### src/rtl/mmgpio_pkg.sv
package mmgpio_pkg;

   typedef enum logic [1:0] {
      OFS_DATA = 2'd0,
      OFS_SET  = 2'd1,
      OFS_CLR  = 2'd2,
      OFS_NONE = 2'd3
   } reg_ofs_e;

   function automatic bit width_is_legal(input int w);
      return (w == 8) || (w == 16) || (w == 32) || (w == 64);
   endfunction

endpackage

### src/rtl/mmgpio_bitmap.sv
module mmgpio_bitmap #(
   parameter int WIDTH   = 32,
   parameter bit REVERSE = 1'b0
) (
   input  logic [WIDTH-1:0] src,
   output logic [WIDTH-1:0] dst
);
   localparam int TOP = WIDTH - 1;

   for (genvar i = 0; i < WIDTH; i++) begin : g_bit
      if (REVERSE) begin : g_rev
         assign dst[i] = src[TOP-i];
      end else begin : g_fwd
         assign dst[i] = src[i];
      end
   end
endmodule

### src/rtl/mmgpio_sync.sv
module mmgpio_sync #(
   parameter int WIDTH  = 32,
   parameter int STAGES = 2
) (
   input  logic             clk,
   input  logic             rst,
   input  logic [WIDTH-1:0] d,
   output logic [WIDTH-1:0] q
);
   logic [WIDTH-1:0] chain [STAGES];

   initial begin
      if (STAGES < 2) $error("mmgpio_sync: STAGES must be at least 2");
   end

   always_ff @(posedge clk) begin
      if (rst) begin
         for (int s = 0; s < STAGES; s++) chain[s] <= '0;
      end else begin
         chain[0] <= d;
         for (int s = 1; s < STAGES; s++) chain[s] <= chain[s-1];
      end
   end

   assign q = chain[STAGES-1];

   // output is the input seen two edges earlier
   p_sync_delay_r10: assert property (@(posedge clk) disable iff (rst)
      (!$past(rst) && !$past(rst, 2)) |-> (q == $past(d, STAGES)));
endmodule

### src/rtl/mmgpio_store.sv
module mmgpio_store #(
   parameter int WIDTH = 32
) (
   input  logic             clk,
   input  logic             rst,
   input  logic             load_en,
   input  logic             set_en,
   input  logic             clr_en,
   input  logic [WIDTH-1:0] wval,
   output logic [WIDTH-1:0] word
);
   logic [WIDTH-1:0] word_nxt;

   always_comb begin
      word_nxt = word;
      if (load_en)     word_nxt = wval;
      else if (set_en) word_nxt = word | wval;
      else if (clr_en) word_nxt = word & ~wval;
   end

   always_ff @(posedge clk) begin
      if (rst) word <= '0;
      else     word <= word_nxt;
   end

   p_reset_clears_r1: assert property (@(posedge clk)
      rst |=> (word == '0));

   p_data_load_r2: assert property (@(posedge clk) disable iff (rst)
      load_en |=> (word == $past(wval)));

   p_set_bits_r3: assert property (@(posedge clk) disable iff (rst)
      (set_en && !load_en) |=>
         ((word & $past(wval)) == $past(wval)) &&
         ((word & ~$past(wval)) == ($past(word) & ~$past(wval))));

   p_clear_bits_r4: assert property (@(posedge clk) disable iff (rst)
      (clr_en && !load_en && !set_en) |=>
         ((word & $past(wval)) == '0) &&
         ((word & ~$past(wval)) == ($past(word) & ~$past(wval))));

   p_hold_r11: assert property (@(posedge clk) disable iff (rst)
      (!load_en && !set_en && !clr_en) |=> $stable(word));

   p_one_strobe: assert property (@(posedge clk) disable iff (rst)
      $onehot0({load_en, set_en, clr_en}));
endmodule

### src/rtl/mmgpio.sv
module mmgpio
   import mmgpio_pkg::*;
#(
   parameter int WIDTH         = 32,
   parameter bit HAS_SETCLR    = 1'b1,
   parameter bit REVERSED      = 1'b0,
   parameter bit SAMPLE_INPUTS = 1'b0
) (
   input  logic             clk,
   input  logic             rst,
   input  logic [1:0]       bus_addr,
   input  logic             bus_we,
   input  logic [WIDTH-1:0] bus_wdata,
   output logic [WIDTH-1:0] bus_rdata,
   input  logic [WIDTH-1:0] pin_in,
   output logic [WIDTH-1:0] pin_out
);
   localparam int SYNC_STAGES = 2;

   // width check at elaboration
   if (!width_is_legal(WIDTH)) begin : g_bad_width
      $error("mmgpio: WIDTH must be 8, 16, 32 or 64");
   end

   reg_ofs_e         ofs;
   logic             load_en;
   logic             set_en;
   logic             clr_en;
   logic [WIDTH-1:0] data_q;
   logic [WIDTH-1:0] readback;

   assign ofs     = reg_ofs_e'(bus_addr);
   assign load_en = bus_we && (ofs == OFS_DATA);

   if (HAS_SETCLR) begin : g_strobes
      assign set_en = bus_we && (ofs == OFS_SET);
      assign clr_en = bus_we && (ofs == OFS_CLR);
   end else begin : g_no_strobes
      assign set_en = 1'b0;
      assign clr_en = 1'b0;
   end

   mmgpio_store #(.WIDTH(WIDTH)) u_store (
      .clk     (clk),
      .rst     (rst),
      .load_en (load_en),
      .set_en  (set_en),
      .clr_en  (clr_en),
      .wval    (bus_wdata),
      .word    (data_q)
   );

   mmgpio_bitmap #(.WIDTH(WIDTH), .REVERSE(REVERSED)) u_out_map (
      .src (data_q),
      .dst (pin_out)
   );

   if (SAMPLE_INPUTS) begin : g_sample
      logic [WIDTH-1:0] pins_sync;
      mmgpio_sync #(.WIDTH(WIDTH), .STAGES(SYNC_STAGES)) u_sync (
         .clk (clk),
         .rst (rst),
         .d   (pin_in),
         .q   (pins_sync)
      );
      mmgpio_bitmap #(.WIDTH(WIDTH), .REVERSE(REVERSED)) u_in_map (
         .src (pins_sync),
         .dst (readback)
      );
   end else begin : g_stored
      logic unused_pin_in;
      assign unused_pin_in = ^pin_in;
      assign readback      = data_q;
   end

   assign bus_rdata = (ofs == OFS_DATA) ? readback : '0;

   p_read_zero_r7: assert property (@(posedge clk) disable iff (rst)
      (bus_addr != 2'd0) |-> (bus_rdata == '0));

   p_spare_ignored_r8: assert property (@(posedge clk) disable iff (rst)
      (bus_we && bus_addr == 2'd3) |=> $stable(pin_out));

   if (!HAS_SETCLR) begin : g_chk_absent
      p_absent_strobes_r8: assert property (@(posedge clk) disable iff (rst)
         (bus_we && (bus_addr == 2'd1 || bus_addr == 2'd2)) |=> $stable(pin_out));
   end

   if (!SAMPLE_INPUTS) begin : g_chk_readback
      p_readback_follows_r6: assert property (@(posedge clk) disable iff (rst)
         (bus_addr == 2'd0) |-> ($countones(bus_rdata) == $countones(pin_out)));
   end
endmodule

### config.mk
export PLATFORM = sky130hd
export DESIGN_NAME = mmgpio
export DESIGN_NICKNAME = d
export VERILOG_FILES = /design/src/rtl/mmgpio_pkg.sv /design/src/rtl/mmgpio_bitmap.sv /design/src/rtl/mmgpio_sync.sv /design/src/rtl/mmgpio_store.sv /design/src/rtl/mmgpio.sv
export SDC_FILE = /design/constraint.sdc
export NUM_CORES = 1
export LEC_CHECK = 0
export BUFFER_PORTS_ARGS = -buffer_cell sky130_fd_sc_hd__buf_2
export CAP_MARGIN = 40
export CORE_MARGIN = 10
export CORE_UTILIZATION = 41
export DETAILED_ROUTE_END_ITERATION = 7
export GPL_TIMING_DRIVEN = 0
export PLACE_DENSITY = 0.93
export SLEW_MARGIN = 25
export SYNTH_ARGS = -nofsm -noshare
export SYNTH_HDL_FRONTEND = slang
export SYNTH_SLANG_ARGS = --single-unit
### constraint.sdc
create_clock -name clk -period 2.3 [get_ports clk]
set_input_delay 0.115 -clock clk [delete_from_list [all_inputs] [get_ports clk]]
set_output_delay 0.115 -clock clk [all_outputs]
set_load 0.005 [all_outputs]
[Yosys cells after proc, flatten, opt, wreduce, memory -nomap -nowiden]
Index checks and enable logic that the tools add are counted.
Cells by class
  equal/unequal tests: 2
  mux-type cells: 4
  bitwise operators: 3
  reduce and logical (&&, ||, !) cells: 5
Operators by type and width (number)
  32-bit 2-to-1 mux: 4
  32-bit AND: 1
  32-bit NOT: 1
  32-bit bitwise OR: 1
  1-bit logical AND: 3
  3-bit nonzero test: 1
  2-bit by 1-bit == test with 1-bit output (second input constant): 1
  2-bit == test (second input constant): 1
  2-bit logical NOT: 1
Storage, ports and cells
  flip-flop bits (word level): 32
  input bits: 69
  output and inout port bits: 64

[Logic depth before layout (Yosys ltp)]
Gate-level depths: netlist of run 1.
  word-level depth: 5
  depth in mapped cells: 5
  mapped depth without buffers: 3

[Hierarchy]
From an unflattened synthesis of run 1, not the netlist that was laid out.
Unflattened totals
  cells, all modules: 218
  area total of the unflattened synthesis: 2001.9 µm²
Modules (own cells, without submodules)
  mmgpio_store: times used 1, cells an instance 143, area each 1257.5 µm², sequential area each 640.6 µm²
  mmgpio: times used 1, cells an instance 43, area each 504.2 µm², sequential area each 0.0 µm²
  mmgpio_bitmap: times used 1, cells an instance 32, area each 240.2 µm², sequential area each 0.0 µm²

[Worst setup path before layout of run 1]
Ideal clock, no wire load.
  path type: in2reg
  start point: in bus_addr[0]
  end point: reg (tool-made name)
  library setup time: 0.132 ns
  arrival: 0.668 ns
  data required time: 2.168 ns
  slack: 1.500 ns
  stages: 4
  path buffers: 1
  cells stage by stage: nand2b_1 clkbuf_2 o21ai_0 a21oi_1
RTL lines
  start, declared: RTL line mmgpio.sv:11  | input logic [1:0] bus_addr,

[Worst setup path after layout of run 1]
  start point: in bus_addr[1]
  end point: out bus_rdata[29]
On the way
  word-level cells in the longest chain between the ends: 2
RTL lines
  2-bit logical NOT: RTL line mmgpio.sv:76  | assign bus_rdata = (ofs == OFS_DATA) ? readback : '0;
  32-bit 2-to-1 mux: RTL line mmgpio.sv:76
  end, declared: RTL line mmgpio.sv:14  | output logic [WIDTH-1:0] bus_rdata,
No other way between the ends.

==> results of run 1 <==
[layer usage]
metal,share of wire (%),GRT usage (%),wire length [um],up-vias
met2,48,25.46,2464,71
met4,1.0,4.682,51,0
met1,39,16.14,1996,799
li1,-,-,-,897
met3,12,7.019,609,6
met5,0,0,0,-
[logic make-up (layout without fill, tap and decap cells)]
| family | Yosys count | in the layout | share of synthesized area [%] |
|---|---|---|---|
| compound gates | 64 | 64 | 19.91 |
| buf+inv | 16 | 124 | 6.065 |
| flops | 32 | 32 | 39.81 |
| simple gates | 99 | 99 | 34.21 |
[critical path, cell delays in order]
cell and delay (ns):
buf_2 0.14, nor2_1 0.26, clkbuf_2 0.26, and2_1 0.15, buf_2 0.11
[final cells by class]
class / count / area share (%)
Tap cell: 48 / 2.658
Multi-Input combinational cell: 163 / 38.54
Buffer: 16 / 4.319
Sequential cell: 32 / 28.35
Clock buffer: 8 / 3.987
Timing Repair Buffer: 100 / 22.15
[layout by cell type, fill, tap and decap left out]
cell type and instances:
buf_2 100, and2_1 32, nand2_1 32, a21oi_1 32, dfxtp_1 32, nor2b_1 22
o21ai_1 19, o21ai_0 13, and2b_1 11, clkbuf_2 9, clkbuf_8 6, clkbuf_1 5
buf_6 3, nor2_1 1, nand2b_1 1, buf_4 1
[through the flow]
| stage | cells | cell area, sq um | utilization, % |
|---|---|---|---|
| global route | 367 | 2260 | 60.81 |
| detailed placement | 359 | 2170 | 58.38 |
| global placement | 359 | 2170 | 58.38 |
| finish | 367 | 2260 | 60.81 |
| floorplan | 211 | 1609 | - |
| CTS | 367 | 2260 | 60.81 |
[report_power, final]
| group | switching (mW) | internal (mW) | total (mW) |
|---|---|---|---|
| clock network | 0.187 | 0.244 | 0.430 |
| registers | 0.0157 | 0.582 | 0.597 |
| logic | 0.101 | 0.0963 | 0.197 |
| total | 0.303 | 0.921 | 1.22 |
[worst max-delay path by stage]
| stage | slack, ns | from | cells past startpoint | endpoint |
|---|---|---|---|---|
| floorplan | 1.50 | bus_addr[0] | 4 | register |
| global placement | 1.14 | bus_addr[1] | 5 | bus_rdata[9] |
| detailed placement | 1.12 | bus_addr[1] | 5 | bus_rdata[29] |
| CTS | 1.12 | bus_addr[1] | 5 | bus_rdata[29] |
| global route | 1.00 | bus_addr[1] | 5 | bus_rdata[29] |
| finish | 1.14 | bus_addr[1] | 5 | bus_rdata[29] |
==> flow_summary.json, run 1 <==
{
  "synth_area_per_cell_sq_um": 7.626,
  "power_mw": 1.225,
  "cap_violations": 0,
  "hp-class": "input pin to register",
  "root_buffer": "clkbuf_8",
  "hold_depth": 2,
  "grt_pass1_vias": 1799,
  "antenna_found_initial": 0,
  "clockBufferDepth": 2,
  "vias": 1773,
  "grt_max_degree": 11,
  "finalHoldViolations": 0,
  "ys_top_cells_by_count": "32 x a21oi_1, 32 x and2_1, 32 x dfxtp_1, 32 x nand2_1, 22 x nor2b_1",
  "whs_ns": 0.06198,
  "cts.clk_slew.worst_paths_ns": 0.06,
  "synthCells": 211,
  "fmax_mhz": 860.9,
  "cts_tree": "done",
  "gp_congestion": 0.7781,
  "ys_seq_area_share_pct": 39.81,
  "synth_nets": 280,
  "core_sq_mm": 0.003716,
  "hpwl_um": 4076,
  "drv_slew": 0,
  "synthDistinctLibCells": 14,
  "required_ns": 2.18,
  "ys_seq_elements": 32,
  "wire_per_inst_um": 13.95,
  "fillers": 383,
  "wirelength_um": 5121,
  "pre_cts_slack_ns": 1.120,
  "fin_setup_tns_ns": 0,
  "synthTopCellsByArea": "dfxtp_1 40%, and2_1 12%, a21oi_1 10%, nor2b_1 8.6%, nand2_1 7.5%",
  "vias_per_cell": 4.831,
  "critPathCaptureType": "primary output",
  "hp-start": "rst",
  "synth-edff-count": 0,
  "status": "completed",
  "insertedDiodeCount": 0,
  "peakVddDrop_v": 0.0003548,
  "syn_area_sq_mm": 0.001609,
  "rsz0062_at_grt": "false",
  "die-area_sq_mm": 0.006830,
  "min_period_ns": 1.162,
  "cts_buffers": 5,
  "num-nets-final": 387,
  "cp.arrival_ns": 1.05,
  "die_w_um": 82.65,
  "hold_buffers": 0,
  "pin_count": 133,
  "worstSkewPairLatency_ns": 0.27,
  "tightest_slew_ns": 0.4635,
  "synthFlopType": "dfxtp_1",
  "cts_resized": 0,
  "timing.final.ws_setup_ns": 1.138,
  "drc_errors": 0,
  "detail_route.first_pass.iterations": 4,
  "synth_top_area_share_pct": 39.81,
  "async_flop_share_pct": 0,
  "clock_sinks": 32,
  "multiInputGateArea_sq_um": 870.8,
  "power.density_mw_per_mm2": 542.1,
  "finalSetupViolations": 0,
  "io_buffers": 100,
  "rrSetupSlack_ns": 1.66,
  "layout-area-overhead-vs-synth_pct": 40.44,
  "grt_pass1_wl_um": 8183,
  "drtAntennaViolNets": 0,
  "regArea_sq_um": 640.6,
  "chipHeight_um": 82.65,
  "r2r_cells": 2,
  "cp_max_fo": 10,
  "yosysWarnings": 0,
  "grt_overflow": 0,
  "postCtsSetupBuffers": 0,
  "maxSlewHeadroom_pct": 69.10,
  "cts_htree_levels": 2,
  "initial_core_util_pct": 43.30,
  "synth.largest_area_cell": "dfxtp_1",
  "path_class": "input pin to primary output",
  "finClkSkew_ns": 0,
  "finalCritPeriodShare_pct": 50.51,
  "cp-start-kind": "input pin",
  "grt_use_total_pct": 14.97,
  "drive_above_1_share_pct": 37.30,
  "drt_iter0_drc": 81,
  "fp-row-count": 22,
  "p_leak_nw": 1.162
}
(Power assumes the default switching activity.)
==> run 2, diff against run 1 <==
--- a/config.mk
+++ b/config.mk
@@ -8,10 +8,10 @@
 export BUFFER_PORTS_ARGS = -buffer_cell sky130_fd_sc_hd__buf_2
 export CAP_MARGIN = 40
 export CORE_MARGIN = 10
-export CORE_UTILIZATION = 41
+export CORE_UTILIZATION = 35
 export DETAILED_ROUTE_END_ITERATION = 7
 export GPL_TIMING_DRIVEN = 0
-export PLACE_DENSITY = 0.93
+export PLACE_DENSITY = 0.86
 export SLEW_MARGIN = 25
 export SYNTH_ARGS = -nofsm -noshare
 export SYNTH_HDL_FRONTEND = slang
==> constraint.sdc (replaced) <==
create_clock -name clk -period 1 [get_ports clk]
set_input_delay 0.05 -clock clk [delete_from_list [all_inputs] [get_ports clk]]
set_output_delay 0.05 -clock clk [all_outputs]
set_load 0.005 [all_outputs]
==> flow_summary.json, run 2 (same netlist as run 1, synthesis figures left out) <==
{
  "cts_tree": "done",
  "placedCellCount": 363,
  "clock_sinks": 32,
  "timing.final.ws_setup_ns": 0.07496,
  "gr-usage-met3_pct": 5.664,
  "cts_buffers": 5,
  "drt_iter0_drc": 42,
  "io_buffers": 100,
  "num-nets-final": 388,
  "root_buffer": "clkbuf_8",
  "layout_commonest_cell": "buf_2",
  "grt_overflow": 0,
  "required_ns": 0.95,
  "layout-area-overhead-vs-synth_pct": 42.22,
  "core_sq_mm": 0.004414,
  "drtAntennaViolNets": 0,
  "drv_slew": 0,
  "pre_cts_slack_ns": -0.09053,
  "grtUsageMet2_pct": 22.95,
  "tightest_slew_ns": 0.4652,
  "antenna_found_initial": 0,
  "detail_route.first_pass.iterations": 4,
  "clockPowerShare_pct": 36.0,
  "rsz0062_at_grt": "false",
  "clockBufferDepth": 2,
  "fmax_mhz": 1081,
  "hpwl_um": 4091,
  "power_mw": 2.871,
  "die-area_sq_mm": 0.007710,
  "maxSlewHeadroom_pct": 68.99,
  "power_frac_comb_pct": 16.1,
  "cts.clk_slew.worst_paths_ns": 0.07,
  "cp-start-kind": "register",
  "wire_per_inst_um": 14.07,
  "netSwitchingFraction_pct": 25.96,
  "fin_setup_tns_ns": 0,
  "finalHoldViolations": 0,
  "finClkSkew_ns": 0,
  "insertedDiodeCount": 0,
  "die_w_um": 87.81,
  "critPathCaptureType": "primary output",
  "pin_count": 133,
  "vias": 1754,
  "peakVddDrop_v": 0.0006515,
  "drive_above_1_share_pct": 37.81,
  "hp-class": "input pin to register",
  "vias_per_cell": 4.715,
  "min_period_ns": 0.9250,
  "whs_ns": 0.01856,
  "p_int_mw": 2.126,
  "grt_pass1_wl_um": 8266,
  "wirelength_um": 5235,
  "fillers": 444,
  "fp-row-count": 24,
  "p_leak_nw": 1.168,
  "status": "completed",
  "grt_max_degree": 11,
  "power.density_mw_per_mm2": 1255,
  "instances_no_fill": 372,
  "sequentialPowerShare_pct": 47.9,
  "initial_core_util_pct": 36.45,
  "grt_pass1_vias": 1780,
  "cap_violations": 0,
  "grt_use_total_pct": 13.14,
  "drc_errors": 0,
  "cp_max_fo": 3,
  "chipHeight_um": 87.81,
  "r2r_cells": 2,
  "crit_chain": "and2_1 > buf_2",
  "busiest_layer": "met2",
  "path_class": "register to primary output",
  "hold_depth": 3,
  "cp_slowest_stage_delay_ns": 0.35,
  "gp_congestion": 0.7466,
  "crit_slowest_cell": "dfxtp_1",
  "finalCritPeriodShare_pct": 92.50,
  "finalSetupViolations": 0,
  "cp.arrival_ns": 0.88,
  "grtUsageMet1_pct": 13.48,
  "cts_htree_levels": 2,
  "p_sw_mw": 0.7454,
  "worstSkewPairLatency_ns": 0.28,
  "final_cell_mix": "100 x buf_2, 32 x and2_1, 32 x nand2_1, 32 x a21oi_1, 31 x dfxtp_1"
}
[run 2: cell count changes in the layout (fill, tap and decap cells not counted), sizes merged]
cell,previous run,this run
dlygate4sd3,0,1
[run 2: final cells by class]
cell class | count | area [sq um] | share of cell area [%]
well taps | 52 | 65.06 | 2.843
repair buffers | 101 | 510.5 | 22.31
plain buffers | 16 | 102.6 | 4.483
flip-flops and latches | 32 | 641.9 | 28.05
clock buffers | 8 | 90.09 | 3.937
multi-input cells | 163 | 878.3 | 38.38
[run 2: timing repair]
item,in CTS,in global routing
setup buffers,0,0
gates resized for setup,1,6
endpoints found under the setup margin,30,31
hold buffers,1,0
endpoints found under the hold margin,2,0
[run 2: power groups by stage]
stage               registers, mW  logic [mW]  clock network (mW)
floorplan                    1.40       0.226                   0
finish                       1.37       0.462                1.03
detailed placement           1.40       0.461                   0
CTS                          1.37       0.467                1.06
global route                 1.38       0.523                1.11
global placement             1.40       0.447                   0
[run 2: worst max-delay path, delay by kind of cell (launching register included)]
family,cells,cell delay [ns]
flip-flops,1,0.35
AND/OR/NAND/NOR,1,0.13
buffers and inverters,1,0.11
[run 2: layer usage]
layer  routed length [um]  part of all wire [%]  up-vias
li1                     -                     -      901
met1                 2085                    40      771
met2                 2452                    47       73
met3                  602                    11        9
met4                   95                   1.8        0
met5                    0                     0        -
[run 2: per-stage QoR]
step	instance area, sq um	utilization [%]
6_report	2288	51.84
5_1_grt	2288	51.84
4_1_cts	2277	51.59
3_5_place_dp	2175	49.26
3_3_place_gp	2175	49.26
2_1_floorplan	1609	-
[run 2: final timing paths]
check,endpoint,start,slack (ns)
setup reg to reg,register,register,0.35
setup / recovery,bus_rdata[25],register,0.07
hold reg to reg,register,register,0.48
hold / removal,register,bus_wdata[22],0.02
==> run 3, diff against run 2 <==
--- a/config.mk
+++ b/config.mk
@@ -8,10 +8,11 @@
 export BUFFER_PORTS_ARGS = -buffer_cell sky130_fd_sc_hd__buf_2
 export CAP_MARGIN = 40
 export CORE_MARGIN = 10
-export CORE_UTILIZATION = 35
+export CORE_UTILIZATION = 38
 export DETAILED_ROUTE_END_ITERATION = 7
 export GPL_TIMING_DRIVEN = 0
-export PLACE_DENSITY = 0.86
+export MAX_ROUTING_LAYER = met4
+export PLACE_DENSITY = 0.88
 export SLEW_MARGIN = 25
 export SYNTH_ARGS = -nofsm -noshare
 export SYNTH_HDL_FRONTEND = slang
==> constraint.sdc (replaced) <==
create_clock -name clk -period 0.86 [get_ports clk]
set_input_delay 0.043 -clock clk [delete_from_list [all_inputs] [get_ports clk]]
set_output_delay 0.043 -clock clk [all_outputs]
set_load 0.005 [all_outputs]
==> flow_summary.json, run 3 (same netlist as run 1, synthesis figures left out) <==
{
  "maxSlewHeadroom_pct": 67.74,
  "cts.clk_slew.worst_paths_ns": 0.06,
  "grt_max_degree": 11,
  "cap_violations": 0,
  "cts_tree": "done",
  "min_period_ns": 0.9013,
  "core_sq_mm": 0.004058,
  "fmax_mhz": 1110,
  "hp-class": "input pin to register",
  "cp_slowest_stage_delay_ns": 0.35,
  "finalCritPeriodShare_pct": 104.8,
  "utilization_pct": 63.09,
  "place_area_sq_mm": 0.002172,
  "critPathCaptureType": "primary output",
  "num-nets-final": 396,
  "grt_use_total_pct": 15.00,
  "insertedDiodeCount": 0,
  "pin_count": 133,
  "path_class": "register to primary output",
  "required_ns": 0.82,
  "status": "finished with violations",
  "die_w_um": 85.07,
  "io_buffers": 100,
  "cp_max_fo": 2,
  "grt_overflow": 0,
  "drv_slew": 0,
  "vias_per_cell": 4.862,
  "die-area_sq_mm": 0.007237,
  "wire_per_inst_um": 15.08,
  "detail_route.first_pass.iterations": 4,
  "drt_iter0_drc": 52,
  "finClkSkew_ns": 0,
  "wirelength_um": 5699,
  "initial_core_util_pct": 39.65,
  "worstSkewPairLatency_ns": 0.27,
  "layout-area-overhead-vs-synth_pct": 59.10,
  "fp-row-count": 23,
  "layout_commonest_cell": "buf_2",
  "cp.arrival_ns": 0.86,
  "clockBufferDepth": 2,
  "crit_slowest_cell": "dfxtp_2",
  "finalSetupViolations": 33,
  "tightest_slew_ns": 0.4838,
  "chipHeight_um": 85.07,
  "power_mw": 3.404,
  "timing.final.ws_setup_ns": -0.04130,
  "power.density_mw_per_mm2": 1330,
  "drive_above_1_share_pct": 51.83,
  "stdcell_area_sq_mm": 0.002560,
  "grt_pass1_wl_um": 8700,
  "hpwl_um": 4156,
  "final_cell_mix": "81 x buf_2, 32 x nand2_1, 32 x a21oi_1",
  "root_buffer": "clkbuf_8",
  "peakVddDrop_v": 0.0009715,
  "vias": 1838,
  "gp_congestion": 0.7552,
  "rsz0062_at_grt": "true",
  "crit_chain": "and2_4 > buf_6",
  "finalHoldViolations": 0,
  "grt_pass1_vias": 1830,
  "clock_sinks": 32,
  "drtAntennaViolNets": 0,
  "drc_errors": 0,
  "cts_buffers": 5,
  "cts_htree_levels": 2,
  "antenna_found_initial": 0,
  "p_leak_nw": 1.258,
  "cp-start-kind": "register",
  "violations": "negative setup slack"
}
-- run 3: cell count changes in the layout (fill, tap and decap cells not counted), moves of 5 or more --
cell,previous run,this run
buf_6,3,24
dfxtp_2,1,31
buf_2,100,81
buf_4,1,6
and2_1,32,17
dfxtp_1,31,1
and2_4,0,15
-- run 3: power breakdown --
group | leakage, nW | internal [mW] | total [mW] | switching, mW
Clock | 0.0455 | 0.652 | 1.17 | 0.516
Sequential | 0.275 | 1.57 | 1.62 | 0.0473
Combinational | 0.937 | 0.323 | 0.620 | 0.297
-- run 3: layout make-up --
| type | count | area, sq um |
|---|---|---|
| Multi-Input combinational cell | 163 | 915.9 |
| Timing Repair Buffer | 109 | 706.9 |
| Tap cell | 50 | 62.56 |
| Sequential cell | 32 | 679.4 |
| Clock buffer | 8 | 90.09 |
| Buffer | 16 | 105.1 |
| Fill cell | 357 | 1498 |
-- run 3: timing repair --
item                       in CTS  in global routing
hold buffers                    4                  1
pin swaps                       0                  3
resized for setup              37                 40
buffers inserted                0                  5
setup endpoints to repair      32                 33
hold endpoints to repair        5                  1
-- run 3: metal layers --
layer | part of all wire (%) | up-vias | global-route usage [%]
li1 | - | 920 | -
met1 | 41 | 843 | 15.29
met2 | 50 | 68 | 25.34
met3 | 7.8 | 7 | 6.119
met4 | 1.1 | 0 | 5.389
met5 | 0 | - | -
-- run 3: per-stage QoR --
step                      hold slack (ns)  setup slack (ns)  setup TNS (ns)  instances
after floorplan                    0.1121            0.1319               0        211
after global placement             0.2837           -0.1900          -8.175        361
after detailed placement           0.2886           -0.2267          -8.925        361
after CTS                        0.001021          -0.04605          -1.079        373
after global routing             0.001966          -0.08250          -1.976        378
final                            0.007714          -0.04130         -0.7802        378
-- run 3: final timing paths --
path | from | end | slack (ns) | cells after the start
max | register | bus_rdata[0] | -0.04 | 2
min | bus_wdata[4] | register | 0.008 | 3
max reg2reg | register | register | 0.11 | 3
min reg2reg | register | register | 0.48 | 2
-- run 3: critical path, delay by kind of cell, from the launching register on --
| family | cells | cell delay (ns) |
|---|---|---|
| buffers and inverters | 1 | 0.09 |
| AND/OR/NAND/NOR | 1 | 0.14 |
| flip-flops | 1 | 0.35 |
